**config.mk**
```make
export PLATFORM = sky130hd
export DESIGN_NAME = dbg_policy_regs
export DESIGN_NICKNAME = d
export VERILOG_FILES = /design/src/rtl/dbg_pol_pkg.sv /design/src/rtl/dbg_pol_shadow.sv /design/src/rtl/dbg_pol_rdmux.sv /design/src/rtl/dbg_policy_regs.sv
export SDC_FILE = /design/constraint.sdc
export NUM_CORES = 1
export LEC_CHECK = 0
export CELL_PAD_IN_SITES_DETAIL_PLACEMENT = 0
export CELL_PAD_IN_SITES_GLOBAL_PLACEMENT = 1
export CORE_UTILIZATION = 42
export CTS_CLUSTER_SIZE = 14
export DETAILED_ROUTE_END_ITERATION = 8
export PLACE_DENSITY_LB_ADDON = 0.1
export SYNTH_ARGS = -nofsm -noshare
export SYNTH_HDL_FRONTEND = slang
export SYNTH_HIERARCHICAL = 1
export SYNTH_SLANG_ARGS = --single-unit
```
**constraint.sdc**
```tcl
create_clock -name clk_i -period 3.05 [get_ports clk_i]
set_input_delay 0.305 -clock clk_i [delete_from_list [all_inputs] [get_ports clk_i]]
set_output_delay 0.305 -clock clk_i [all_outputs]
set_load 0.02 [all_outputs]
```
**src/rtl/dbg_pol_pkg.sv**
```systemverilog
package dbg_pol_pkg;
  localparam int ADDR_W = 3;
  localparam logic [3:0] MUBI_TRUE  = 4'h6;
  localparam logic [3:0] MUBI_FALSE = 4'h9;

  typedef enum logic [ADDR_W-1:0] {
    W_ALERT  = 3'd0,
    W_VALID  = 3'd1,
    W_CAT    = 3'd2,
    W_RELOCK = 3'd3,
    W_TR_CAT = 3'd4,
    W_TR_VR  = 3'd5,
    W_STAT   = 3'd6,
    W_NONE   = 3'd7
  } word_e;
endpackage

```
**src/rtl/dbg_pol_shadow.sv**
```systemverilog
module dbg_pol_shadow #(
  parameter int W = 4
) (
  input  logic         clk_i,
  input  logic         rst_ni,
  input  logic         wr_i,
  input  logic [W-1:0] wdata_i,
  output logic         commit_o,
  output logic         mismatch_o
);
  logic         armed_q;
  logic [W-1:0] stage_q;

  always_comb begin
    commit_o   = wr_i && armed_q && (wdata_i == stage_q);
    mismatch_o = wr_i && armed_q && (wdata_i != stage_q);
  end

  always_ff @(posedge clk_i or negedge rst_ni) begin
    if (!rst_ni) begin
      armed_q <= 1'b0;
      stage_q <= '0;
    end else if (wr_i) begin
      if (armed_q) begin
        armed_q <= 1'b0;
      end else begin
        armed_q <= 1'b1;
        stage_q <= wdata_i;
      end
    end
  end

  // a confirming write always leaves the register disarmed
  p_second_write_disarms_r2: assert property (@(posedge clk_i) disable iff (!rst_ni)
    (armed_q && wr_i) |=> !armed_q);
  // the first write arms and stores the value
  p_first_write_arms_r2: assert property (@(posedge clk_i) disable iff (!rst_ni)
    (!armed_q && wr_i) |=> (armed_q && stage_q == $past(wdata_i)));
endmodule

```
**src/rtl/dbg_pol_rdmux.sv**
```systemverilog
module dbg_pol_rdmux #(
  parameter int DATA_W = 32,
  parameter int CAT_W  = 7,
  parameter int MUBI_W = 4,
  parameter int STAT_W = 8
) (
  input  dbg_pol_pkg::word_e word_i,
  input  logic [MUBI_W-1:0]  sw_valid_i,
  input  logic [CAT_W-1:0]   sw_cat_i,
  input  logic [MUBI_W-1:0]  sw_relock_i,
  input  logic [CAT_W-1:0]   eff_cat_i,
  input  logic [MUBI_W-1:0]  eff_valid_i,
  input  logic [MUBI_W-1:0]  eff_relock_i,
  input  logic [STAT_W-1:0]  status_i,
  output logic [DATA_W-1:0]  rdata_o
);
  import dbg_pol_pkg::*;

  always_comb begin
    rdata_o = '0;
    unique case (word_i)
      W_VALID:  rdata_o = DATA_W'(sw_valid_i);
      W_CAT:    rdata_o = DATA_W'(sw_cat_i);
      W_RELOCK: rdata_o = DATA_W'(sw_relock_i);
      W_TR_CAT: rdata_o = DATA_W'(eff_cat_i);
      W_TR_VR:  rdata_o = DATA_W'({eff_relock_i, eff_valid_i});
      W_STAT:   rdata_o = DATA_W'(status_i);
      default:  rdata_o = '0;
    endcase
  end
endmodule

```
**src/rtl/dbg_policy_regs.sv**
```systemverilog
module dbg_policy_regs #(
  parameter int          DATA_W    = 32,
  parameter int          CAT_W     = 7,
  parameter int          MUBI_W    = 4,
  parameter int          STAT_W    = 8,
  parameter logic [6:0]  CAT_RST   = 7'h50,
  parameter logic [7:0]  STAT_MASK = 8'hF1
) (
  input  logic                           clk_i,
  input  logic                           rst_ni,
  input  logic                           req_valid_i,
  output logic                           req_ready_o,
  input  logic                           req_write_i,
  input  logic [dbg_pol_pkg::ADDR_W-1:0] req_addr_i,
  input  logic [DATA_W-1:0]              req_wdata_i,
  output logic                           rsp_valid_o,
  output logic [DATA_W-1:0]              rsp_rdata_o,
  input  logic                           hw_policy_sel_i,
  input  logic [CAT_W-1:0]               hw_category_i,
  input  logic [MUBI_W-1:0]              hw_valid_i,
  input  logic [MUBI_W-1:0]              hw_relocked_i,
  output logic [CAT_W-1:0]               pol_category_o,
  output logic [MUBI_W-1:0]              pol_valid_o,
  output logic [MUBI_W-1:0]              pol_relocked_o,
  output logic                           alert_fatal_o,
  output logic                           alert_recov_o
);
  import dbg_pol_pkg::*;

  localparam int USED_W = (STAT_W > CAT_W) ? STAT_W : CAT_W;

  word_e               addr_w;
  logic                wr, rd, locked;
  logic [MUBI_W-1:0]   wd_mubi;
  logic [CAT_W-1:0]    wd_cat;
  logic                wr_valid, wr_cat, wr_relock;
  logic                c_valid, c_cat, c_relock;
  logic                m_valid, m_cat, m_relock;
  logic                valid_bad, relock_bad;
  logic [MUBI_W-1:0]   valid_q, relock_q;
  logic [CAT_W-1:0]    cat_q;
  logic [STAT_W-1:0]   status_q;
  logic                fatal_q, recov_q, rsp_valid_q;
  logic [DATA_W-1:0]   rsp_rdata_q, rd_data;
  logic                unused_wdata;

  assign unused_wdata = ^req_wdata_i[DATA_W-1:USED_W];

  assign addr_w    = word_e'(req_addr_i);
  assign wr        = req_valid_i && req_write_i;
  assign rd        = req_valid_i && !req_write_i;
  assign locked    = (valid_q == MUBI_TRUE);
  assign wd_mubi   = req_wdata_i[MUBI_W-1:0];
  assign wd_cat    = req_wdata_i[CAT_W-1:0];
  assign wr_valid  = wr && (addr_w == W_VALID)  && !locked;
  assign wr_cat    = wr && (addr_w == W_CAT)    && !locked;
  assign wr_relock = wr && (addr_w == W_RELOCK) && !locked;

  dbg_pol_shadow #(.W(MUBI_W)) u_sh_valid (
    .clk_i, .rst_ni, .wr_i(wr_valid), .wdata_i(wd_mubi),
    .commit_o(c_valid), .mismatch_o(m_valid));
  dbg_pol_shadow #(.W(CAT_W)) u_sh_cat (
    .clk_i, .rst_ni, .wr_i(wr_cat), .wdata_i(wd_cat),
    .commit_o(c_cat), .mismatch_o(m_cat));
  dbg_pol_shadow #(.W(MUBI_W)) u_sh_relock (
    .clk_i, .rst_ni, .wr_i(wr_relock), .wdata_i(wd_mubi),
    .commit_o(c_relock), .mismatch_o(m_relock));

  assign valid_bad  = c_valid  && (wd_mubi != MUBI_TRUE) && (wd_mubi != MUBI_FALSE);
  assign relock_bad = c_relock && (wd_mubi != MUBI_TRUE) && (wd_mubi != MUBI_FALSE);

  always_ff @(posedge clk_i or negedge rst_ni) begin
    if (!rst_ni) begin
      valid_q     <= MUBI_FALSE;
      relock_q    <= MUBI_FALSE;
      cat_q       <= CAT_RST;
      status_q    <= '0;
      fatal_q     <= 1'b0;
      recov_q     <= 1'b0;
      rsp_valid_q <= 1'b0;
      rsp_rdata_q <= '0;
    end else begin
      if (c_valid && wd_mubi == MUBI_TRUE) valid_q <= MUBI_TRUE;
      if (c_relock && !relock_bad)         relock_q <= wd_mubi;
      if (c_cat)                           cat_q <= wd_cat;
      if (wr && addr_w == W_STAT)
        status_q <= req_wdata_i[STAT_W-1:0] & STAT_MASK[STAT_W-1:0];
      fatal_q <= wr && (addr_w == W_ALERT) && req_wdata_i[0];
      recov_q <= (wr && (addr_w == W_ALERT) && req_wdata_i[1]) ||
                 m_valid || m_cat || m_relock || valid_bad || relock_bad;
      rsp_valid_q <= rd;
      if (rd) rsp_rdata_q <= rd_data;
    end
  end

  assign pol_category_o = hw_policy_sel_i ? hw_category_i : cat_q;
  assign pol_valid_o    = hw_policy_sel_i ? hw_valid_i    : valid_q;
  assign pol_relocked_o = hw_policy_sel_i ? hw_relocked_i : relock_q;

  dbg_pol_rdmux #(.DATA_W(DATA_W), .CAT_W(CAT_W), .MUBI_W(MUBI_W), .STAT_W(STAT_W)) u_rdmux (
    .word_i(addr_w), .sw_valid_i(valid_q), .sw_cat_i(cat_q), .sw_relock_i(relock_q),
    .eff_cat_i(pol_category_o), .eff_valid_i(pol_valid_o), .eff_relock_i(pol_relocked_o),
    .status_i(status_q), .rdata_o(rd_data));

  assign req_ready_o   = 1'b1;
  assign rsp_valid_o   = rsp_valid_q;
  assign rsp_rdata_o   = rsp_rdata_q;
  assign alert_fatal_o = fatal_q;
  assign alert_recov_o = recov_q;

  // the valid field only ever holds one of the two legal encodings
  p_valid_legal_r4: assert property (@(posedge clk_i) disable iff (!rst_ni)
    (valid_q == MUBI_TRUE) || (valid_q == MUBI_FALSE));
  // once true, valid stays true
  p_valid_sticky_r4: assert property (@(posedge clk_i) disable iff (!rst_ni)
    (valid_q == MUBI_TRUE) |=> (valid_q == MUBI_TRUE));
  // a locked policy keeps category and relocked
  p_lock_hold_r6: assert property (@(posedge clk_i) disable iff (!rst_ni)
    locked |=> ($stable(cat_q) && $stable(relock_q)));
  // the category changes only right after a write to its word
  p_cat_needs_write_r2: assert property (@(posedge clk_i) disable iff (!rst_ni)
    !$stable(cat_q) |-> $past(wr && addr_w == W_CAT));
  // reading the alert-test word returns zero
  p_alert_word_reads_zero_r7: assert property (@(posedge clk_i) disable iff (!rst_ni)
    (rsp_valid_q && $past(addr_w == W_ALERT)) |-> (rsp_rdata_q == '0));
  // a response follows only a read request
  p_rsp_after_read_r10: assert property (@(posedge clk_i) disable iff (!rst_ni)
    rsp_valid_q |-> $past(rd));
endmodule

```
==> flow_summary.json, run 1 <==
{
  "synth_ff_type": "dfrtp_1",
  "ios": 106,
  "initial_core_util": 0.435,
  "endpoint_kind": "output pin",
  "wl_um": 7460,
  "worst_slew_pin_slew_ps": 770,
  "outcome": "finished clean",
  "cts_setup_buffers": 0,
  "leakage_nw": 2.10,
  "fin_crit_ps": 2540,
  "fin_util": 0.554,
  "diodes": 0,
  "cellPowerDensity_nw_per_um2": 575,
  "finalCritPeriodShare": 0.834,
  "async_flop_share": 1.00,
  "fin_worst_skew_ps": 4.61,
  "firstDrtPassIters": 4,
  "yosysSeqAreaShare": 0.468,
  "overflow": 0,
  "ant_nets": 0,
  "setup_tns_ps": 0,
  "multi_input_area_um2": 1830,
  "antenna_found_initial": 0,
  "fp.dieArea_um2": 9450,
  "r2r-start": "valid_q[0]",
  "post-route-cell-area_um2": 4850,
  "cts.sinks": 71,
  "syn_area_per_cell_um2": 12.7,
  "hold_class": "in -> async",
  "hold_buffers": 0,
  "placed_cell_area_um2": 4630,
  "peakVddDrop_mv": 0.313,
  "path_clk_slew_ps": 80,
  "fin_hold_ws_ps": 30.1,
  "cts_root_buffer": "clkbuf_8",
  "maxSlewViolCount": 0,
  "rsz0062_at_grt": "false",
  "die_h_um": 97.2,
  "crit_start": "hw_policy_sel_i",
  "drc": 0,
  "relSlewSlack": 0.487,
  "port_buffers": 80,
  "syn_area_um2": 3810,
  "synth_cell_types": 47,
  "cts.path.max_buffers": 2,
  "die_w_um": 97.2,
  "ys_ff_latch": 71,
  "drive_gt1_frac": 0.308,
  "crit_required_ps": 2740,
  "via_per_inst": 4.83,
  "layout.nets": 446,
  "yosysWarnings": 6,
  "cp.arrival_ps": 2240,
  "htreeDepth": 3,
  "rows": 34,
  "gp_congestion": 0.811,
  "maxCapViolCount": 0,
  "setup.worst_path.start_class": "input pin",
  "grt_pass1_wl_um": 12400,
  "setup_viol": 0,
  "vias": 2436,
  "cts_buffers": 9,
  "regArea_um2": 1780,
  "worstSetupPathType": "in -> out",
  "grt_usage": 0.168,
  "cts_tree": "yes",
  "nFillCells": 796,
  "dp_hpwl_um": 5530,
  "clock_latency_ps": 340,
  "grt_pass1_vias": 2378,
  "cp_max_fo": 12,
  "drt_iter0_drc": 67,
  "hold_viol_final": 0,
  "core_area_um2": 8760,
  "ctsResizeCount": 0,
  "clock.fmax_mhz": 393,
  "syn_inst": 301,
  "synth-edff-count": 0,
  "r2r_cells": 8,
  "avgRoutedWirePerCell_um": 14.8,
  "grt_max_degree": 35,
  "syn2layout_area_growth_pct": 27.4
}
==> cell usage after synthesis (all sizes together), types with 2 or more instances <==
cell / n / area [um^2]
xor2: 3 / 26.3
nor2: 10 / 37.5
dfstp: 5 / 131
and4bb: 2 / 25.0
o211ai: 2 / 15.0
a31oi: 2 / 12.5
dfrtp: 66 / 1650
mux2: 76 / 920
buf: 36 / 292
xnor2: 15 / 131
nand3b: 3 / 22.5
a22oi: 8 / 60.1
o21ai: 2 / 10.0
conb: 3 / 11.3
a221oi: 3 / 38.8
o22ai: 4 / 25.0
a21oi: 4 / 20.0
nor3: 3 / 15.0
nand2b: 2 / 12.5
nor2b: 11 / 104
nand3: 4 / 32.5
nand4: 3 / 18.8
nand2: 17 / 63.8
==> per-stage QoR <==
step                      cells  power (mW)  worst slack [ps]
after detailed placement    488        1.98               453
final                       504        2.79               507
after global placement      488        1.96               471
after floorplan             326        1.72              1070
after CTS                   504        2.83               486
after global routing        504        2.95               421
==> final timing paths <==
path,endpoint,slack [ps]
setup / recovery,pol_category_o[2],510
hold / removal,rsp_rdata_o[16],30
setup reg to reg,relock_q[3],940
hold reg to reg,relock_q[3],500
max in group asynchronous,u_sh_valid/stage_q[1],2210
min in group clk_i,relock_q[3],500
==> layout make-up <==
type,count,area share
clock inverter,5,0.0168
clock buffer,11,0.0291
tap,108,0.0279
inverter,1,0.000774
multi-input combinational,217,0.377
sequential,71,0.368
timing repair buffer,91,0.181
==> cells by family (layout without fill, tap and decap cells) <==
kind of cell / Yosys count / in the layout / share of synthesized area
buffers and inverters: 38 / 108 / 0.0785
flip-flops: 71 / 71 / 0.468
multiplexers: 77 / 77 / 0.244
XOR/XNOR: 18 / 18 / 0.0414
AND/OR/NAND/NOR: 65 / 65 / 0.108
other: 3 / 28 / 0.00296
AO/OA/AOI/OAI: 29 / 29 / 0.0565
==> routing by layer <==
layer	wire, um	share of wire	global-route usage	up-vias
met2	3450	0.46	0.250	45
met3	302	0.040	0.0446	2
met1	3660	0.49	0.238	1193
met5	0	0	0	-
li1	-	-	-	1196
met4	42	0.0056	0.0577	0
==> worst max-delay path, stage by stage <==
cell and delay, ps:
clkdlybuf4s50_1 780, buf_4 250, mux2_2 350, clkdlybuf4s50_1 550
==> flip-flops by register name, indices dropped and copies added (netlist names) <==
name                 count
u_sh_cat/stage_q         7
rsp_valid_o              1
relock_q                 4
u_sh_relock/stage_q      4
u_sh_cat/armed_q         1
cat_q                    7
rsp_rdata_o             32
valid_q                  2
u_sh_valid/armed_q       1
u_sh_valid/stage_q       4
u_sh_relock/armed_q      1
alert_recov_o            1
alert_fatal_o            1
status_q                 5
==> cell usage in the layout, fill, tap and decap left out, types with 8 or more instances in the layout <==
cell	netlist	final
a22oi_1	8	8
buf_4	27	11
clkbuf_8	0	10
clkdlybuf4s50_1	0	79
conb_1	3	28
dfrtp_1	66	66
mux2_2	59	59
mux2_4	17	17
nand2_1	17	17
nor2_1	10	10
xnor2_1	15	15
==> report_power, final <==
| group | leakage (nW) | switching [mW] | internal, mW |
|---|---|---|---|
| sequential | 0.876 | 0.122 | 1.12 |
| combinational | 1.11 | 0.291 | 0.420 |
| clock | 0.110 | 0.351 | 0.483 |
| total | 2.10 | 0.764 | 2.02 |
(Power assumes the default switching activity.)
==> run 2: changes to the inputs <==
CORE_UTILIZATION = 39   (was 42)
clock period = 2.6 ns   (was 3.05 ns; I/O delays follow)
==> run 2 against run 1 <==
  * Clock skew rose by 3.8 ps
  * Final area rose by 2.1%
  * Final cell count rose by 5.2%
  * Largest cell class unchanged
  * Highest routed layer unchanged
==> flow_summary.json, run 2 (synthesis gave the netlist of run 1 again) <==
{
  "syn2layout_area_growth_pct": 30.1,
  "drt_iter0_drc": 87,
  "multi_input_area_um2": 1830,
  "gp_congestion": 0.742,
  "clock.fmax_mhz": 433,
  "final_cell_mix": "clkdlybuf4s50_1 (79), dfrtp_1 (66), mux2_2 (59)",
  "grt_pass1_wl_um": 13000,
  "fin_crit_ps": 2310,
  "drive_gt1_frac": 0.314,
  "grt_usage": 0.168,
  "cts_tree": "yes",
  "cts_buffers": 9,
  "layout_commonest_cell": "clkdlybuf4s50_1",
  "ios": 106,
  "leakage_nw": 2.14,
  "worstSetupPathType": "in -> out",
  "layout.nets": 451,
  "ctsResizeCount": 0,
  "crit_required_ps": 2340,
  "path_clk_slew_ps": 80,
  "initial_core_util": 0.406,
  "dp_hpwl_um": 5900,
  "r2r-start": "valid_q[0]",
  "outcome": "finished clean",
  "htreeDepth": 3,
  "wl_um": 7820,
  "rows": 35,
  "hold_class": "in -> async",
  "nFillCells": 875,
  "fp.dieArea_um2": 10200,
  "overflow": 0,
  "setup_viol": 0,
  "crit_start": "hw_policy_sel_i",
  "cts_setup_buffers": 0,
  "hold_buffers": 1,
  "port_buffers": 80,
  "setup.worst_path.start_class": "input pin",
  "grt_pass1_vias": 2534,
  "rsz0062_at_grt": "false",
  "fin_worst_skew_ps": 8.39,
  "drc": 0,
  "final_cell_count_no_fill": 530,
  "core_area_um2": 9370,
  "hold_viol_final": 0,
  "cellPowerDensity_nw_per_um2": 683,
  "via_per_inst": 4.71,
  "avgRoutedWirePerCell_um": 14.8,
  "vias": 2494,
  "endpoint_kind": "output pin",
  "grt_max_degree": 30,
  "diodes": 0,
  "cts_root_buffer": "clkbuf_8",
  "maxSlewViolCount": 0,
  "cp.arrival_ps": 2050,
  "setup_tns_ps": 0,
  "largest_reg_flops": 32,
  "relSlewSlack": 0.642,
  "clock_latency_ps": 340,
  "maxCapViolCount": 0,
  "firstDrtPassIters": 4,
  "regArea_um2": 1780,
  "cts.sinks": 71,
  "cts.path.max_buffers": 2,
  "finalCritPeriodShare": 0.889,
  "cp_max_fo": 9,
  "die_h_um": 101,
  "die_w_um": 101,
  "peakVddDrop_mv": 0.319,
  "worst_slew_pin_slew_ps": 532,
  "ant_nets": 0,
  "antenna_found_initial": 0,
  "dp_cells": 513
}
run 2: through the flow:
| stage | power, mW | setup WS, ps | hold WS [ps] | area (um^2) | util |
|---|---|---|---|---|---|
| detailed placement | 2.33 | 182 | 252 | 4700 | 0.501 |
| global placement | 2.31 | 205 | 252 | 4700 | 0.501 |
| floorplan | 2.01 | 660 | -35.6 | 3900 | - |
| global route | 3.57 | 213 | 454 | 4950 | 0.529 |
| finish | 3.39 | 288 | 407 | 4950 | 0.529 |
| CTS | 3.44 | 254 | 415 | 4950 | 0.529 |
run 2: critical path, cell delays in order:
cell and delay [ps]:
clkdlybuf4s50_1 670, buf_4 220, mux2_2 360, clkdlybuf4s50_1 540
run 2: metal layers:
layer,up-vias,share of wire,track usage
met2,55,0.47,0.254
met1,1219,0.48,0.234
met5,-,0,0
li1,1211,-,-
met3,9,0.040,0.0354
met4,0,0.013,0.0669
run 2: power breakdown:
part           internal [mW]  switching, mW  leakage [nW]
Clock                  0.666          0.421         0.120
Sequential              1.31          0.144         0.876
Combinational          0.498          0.343          1.14
Total                   2.48          0.908          2.14
run 2: layout make-up:
type,instances,area share
Clock buffer,11,0.0285
Inverter,1,0.000758
Multi-Input combinational cell,217,0.369
Clock inverter,5,0.0215
Timing Repair Buffer,96,0.188
Sequential cell,71,0.360
Tap cell,129,0.0326
run 2: path summary, 6_finish.rpt:
check / slack, ps / endpoint / cells past startpoint
max in group asynchronous: 1440 / u_sh_relock/stage_q[2] / 3
hold reg to reg: 510 / rsp_rdata_o[8] / 1
hold / removal: 410 / rsp_rdata_o[1] / 2
setup reg to reg: 480 / relock_q[3] / 8
setup / recovery: 290 / pol_category_o[1] / 4
min in group clk_i: 510 / rsp_rdata_o[8] / 1
==> run 3: changes to the inputs <==
--- a/config.mk
+++ b/config.mk
@@ -8,4 +8,5 @@
 export CELL_PAD_IN_SITES_DETAIL_PLACEMENT = 0
 export CELL_PAD_IN_SITES_GLOBAL_PLACEMENT = 1
+export CORE_MARGIN = 3
 export CORE_UTILIZATION = 39
 export CTS_CLUSTER_SIZE = 14
==> constraint.sdc (replaced) <==
create_clock -name clk_i -period 2.6 [get_ports clk_i]
set_input_delay 0.52 -clock clk_i [delete_from_list [all_inputs] [get_ports clk_i]]
set_output_delay 0.52 -clock clk_i [all_outputs]
set_load 0.02 [all_outputs]
==> run 3 against run 2 <==
  * Utilization grew 0.88 points
  * Non-clock buffer count rose by 10
  * Sequential share of layout area decreased by 0.59 points
==> flow_summary.json, run 3 (synthesis gave the netlist of run 1 again) <==
{
  "outcome": "finished clean",
  "cts_setup_buffers": 0,
  "cts_buffers": 9,
  "crit_required_ps": 2080,
  "comb_power_share": 0.253,
  "worst_path_most_repeated_cell": "clkdlybuf4s50_1",
  "rows": 35,
  "ant_nets": 0,
  "hold_class": "in -> async",
  "firstDrtPassIters": 4,
  "path_buf_inv": 3,
  "switching_share": 0.271,
  "cts_root_buffer": "clkbuf_8",
  "slowest_stage": "clkdlybuf4s50_1",
  "path_clk_slew_ps": 80,
  "grt_pass1_wl_um": 13200,
  "final_cell_mix": "dfrtp_1 (66), clkdlybuf4s50_1 (66), mux2_2 (59)",
  "maxCapViolCount": 0,
  "worstSetupPathType": "in -> out",
  "finalCritPeriodShare": 0.978,
  "drc": 0,
  "r2r-start": "valid_q[0]",
  "layout.nets": 461,
  "fin_util": 0.538,
  "leakage_nw": 2.25,
  "ios": 106,
  "wl_um": 7820,
  "fin_worst_skew_ps": 9.41,
  "clock_latency_ps": 340,
  "power.share.sequential": 0.435,
  "die_w_um": 105,
  "internal_power_mw": 2.44,
  "vias": 2490,
  "initial_core_util": 0.406,
  "avgRoutedWirePerCell_um": 14.5,
  "peakVddDrop_mv": 0.350,
  "p_clk_frac": 0.312,
  "cp.arrival_ps": 2020,
  "rr_endpoint": "relock_q[0]",
  "cts.sinks": 71,
  "path_delay_family": "buffers and inverters",
  "antenna_found_initial": 0,
  "cp_cell_sequence": "clkdlybuf4s50_1 -> buf_12 -> nand2b_1 -> nand2_1 -> clkdlybuf4s50_1",
  "grt_max_degree": 72,
  "cp_max_fo": 17,
  "port_buffers": 80,
  "rsz0062_at_grt": "false",
  "hold_viol_final": 0,
  "switchingPower_uw": 907,
  "critical_path.max_stage_delay_ps": 610,
  "via_per_inst": 4.61,
  "fin_crit_ps": 2540,
  "cts.path.max_buffers": 2,
  "die_h_um": 105,
  "drt_iter0_drc": 63,
  "syn2layout_area_growth_pct": 32.3,
  "nFillCells": 862,
  "grt_usage": 0.150,
  "gp_congestion": 0.735,
  "setup_viol": 0,
  "largest_reg_flops": 32,
  "htreeDepth": 3,
  "endpoint_kind": "output pin",
  "dp_hpwl_um": 5760,
  "fp.dieArea_um2": 11000,
  "r2r_cells": 8,
  "grt_pass1_vias": 2554,
  "crit_start": "hw_policy_sel_i",
  "r2r_setup_slack_ps": 480,
  "diodes": 0,
  "dp_cells": 524,
  "setup.worst_path.start_class": "input pin",
  "maxSlewViolCount": 0,
  "final_cell_count_no_fill": 540,
  "overflow": 0,
  "cellPowerDensity_nw_per_um2": 664,
  "drive_gt1_frac": 0.336,
  "core_area_um2": 9370,
  "clock.fmax_mhz": 393,
  "cts_tree": "yes"
}
==> run 3: cell count changes in the layout (fill, tap and decap cells not counted), sizes merged <==
cell | previous run | this run
buf | 16 | 27
clkdlybuf4s50 | 79 | 66
clkbuf | 11 | 12
dlygate4sd2 | 0 | 11
dlygate4sd3 | 1 | 0
bufinv | 3 | 2
dlymetal6s2s | 0 | 2
==> run 3: how the worst max path moves through the flow <==
stage               slack (ps)  depth (start not counted)                end
floorplan                  410                          7     rsp_rdata_o[0]
global placement           -30                          4  pol_relocked_o[3]
detailed placement         -40                          4  pol_relocked_o[3]
CTS                         30                          5     pol_valid_o[2]
global route                20                          5     pol_valid_o[3]
finish                      60                          5     pol_valid_o[3]
==> run 3: stage by stage <==
| step | setup slack, ps | total power, mW | cell area (um^2) | setup TNS [ps] | hold WS, ps |
|---|---|---|---|---|---|
| final | 57.6 | 3.34 | 5040 | 0 | 192 |
| after global routing | 15.2 | 3.52 | 5040 | 0 | 196 |
| after CTS | 33.4 | 3.39 | 5030 | 0 | 204 |
| after detailed placement | -42.8 | 2.34 | 4800 | -279 | 495 |
| after global placement | -33.4 | 2.32 | 4800 | -177 | 487 |
| after floorplan | 409 | 2.01 | 3900 | 0 | 224 |
==> run 3: area by class of cell <==
type                            instances  area (um^2)  area share
Multi-Input combinational cell        217         1830       0.363
Sequential cell                        71         1780       0.354
Timing Repair Buffer                  106         1020       0.202
Clock buffer                           12          165      0.0328
Tap cell                              129          161      0.0320
Clock inverter                          4         76.3      0.0152
Inverter                                1         3.75    0.000745
==> run 3: per-layer routing <==
layer	vias up	global-route usage	share of wire
li1	1223	-	-
met1	1210	0.204	0.48
met2	49	0.236	0.47
met3	8	0.0408	0.045
met4	0	0.0394	0.013
met5	-	0	0
==> run 3: power by group through the flow <==
| stage | registers, mW | logic, mW | clock network (mW) |
|---|---|---|---|
| detailed placement | 1.48 | 0.861 | 0 |
| finish | 1.46 | 0.846 | 1.04 |
| CTS | 1.46 | 0.859 | 1.08 |
| floorplan | 1.55 | 0.463 | 0 |
| global route | 1.48 | 0.917 | 1.12 |
| global placement | 1.47 | 0.851 | 0 |
==> run 3: what timing repair did <==
action | CTS | global route
gates resized for setup | 11 | 2
cloned | 0 | 0
hold buffers | 0 | 0
setup endpoints to repair | 11 | 2
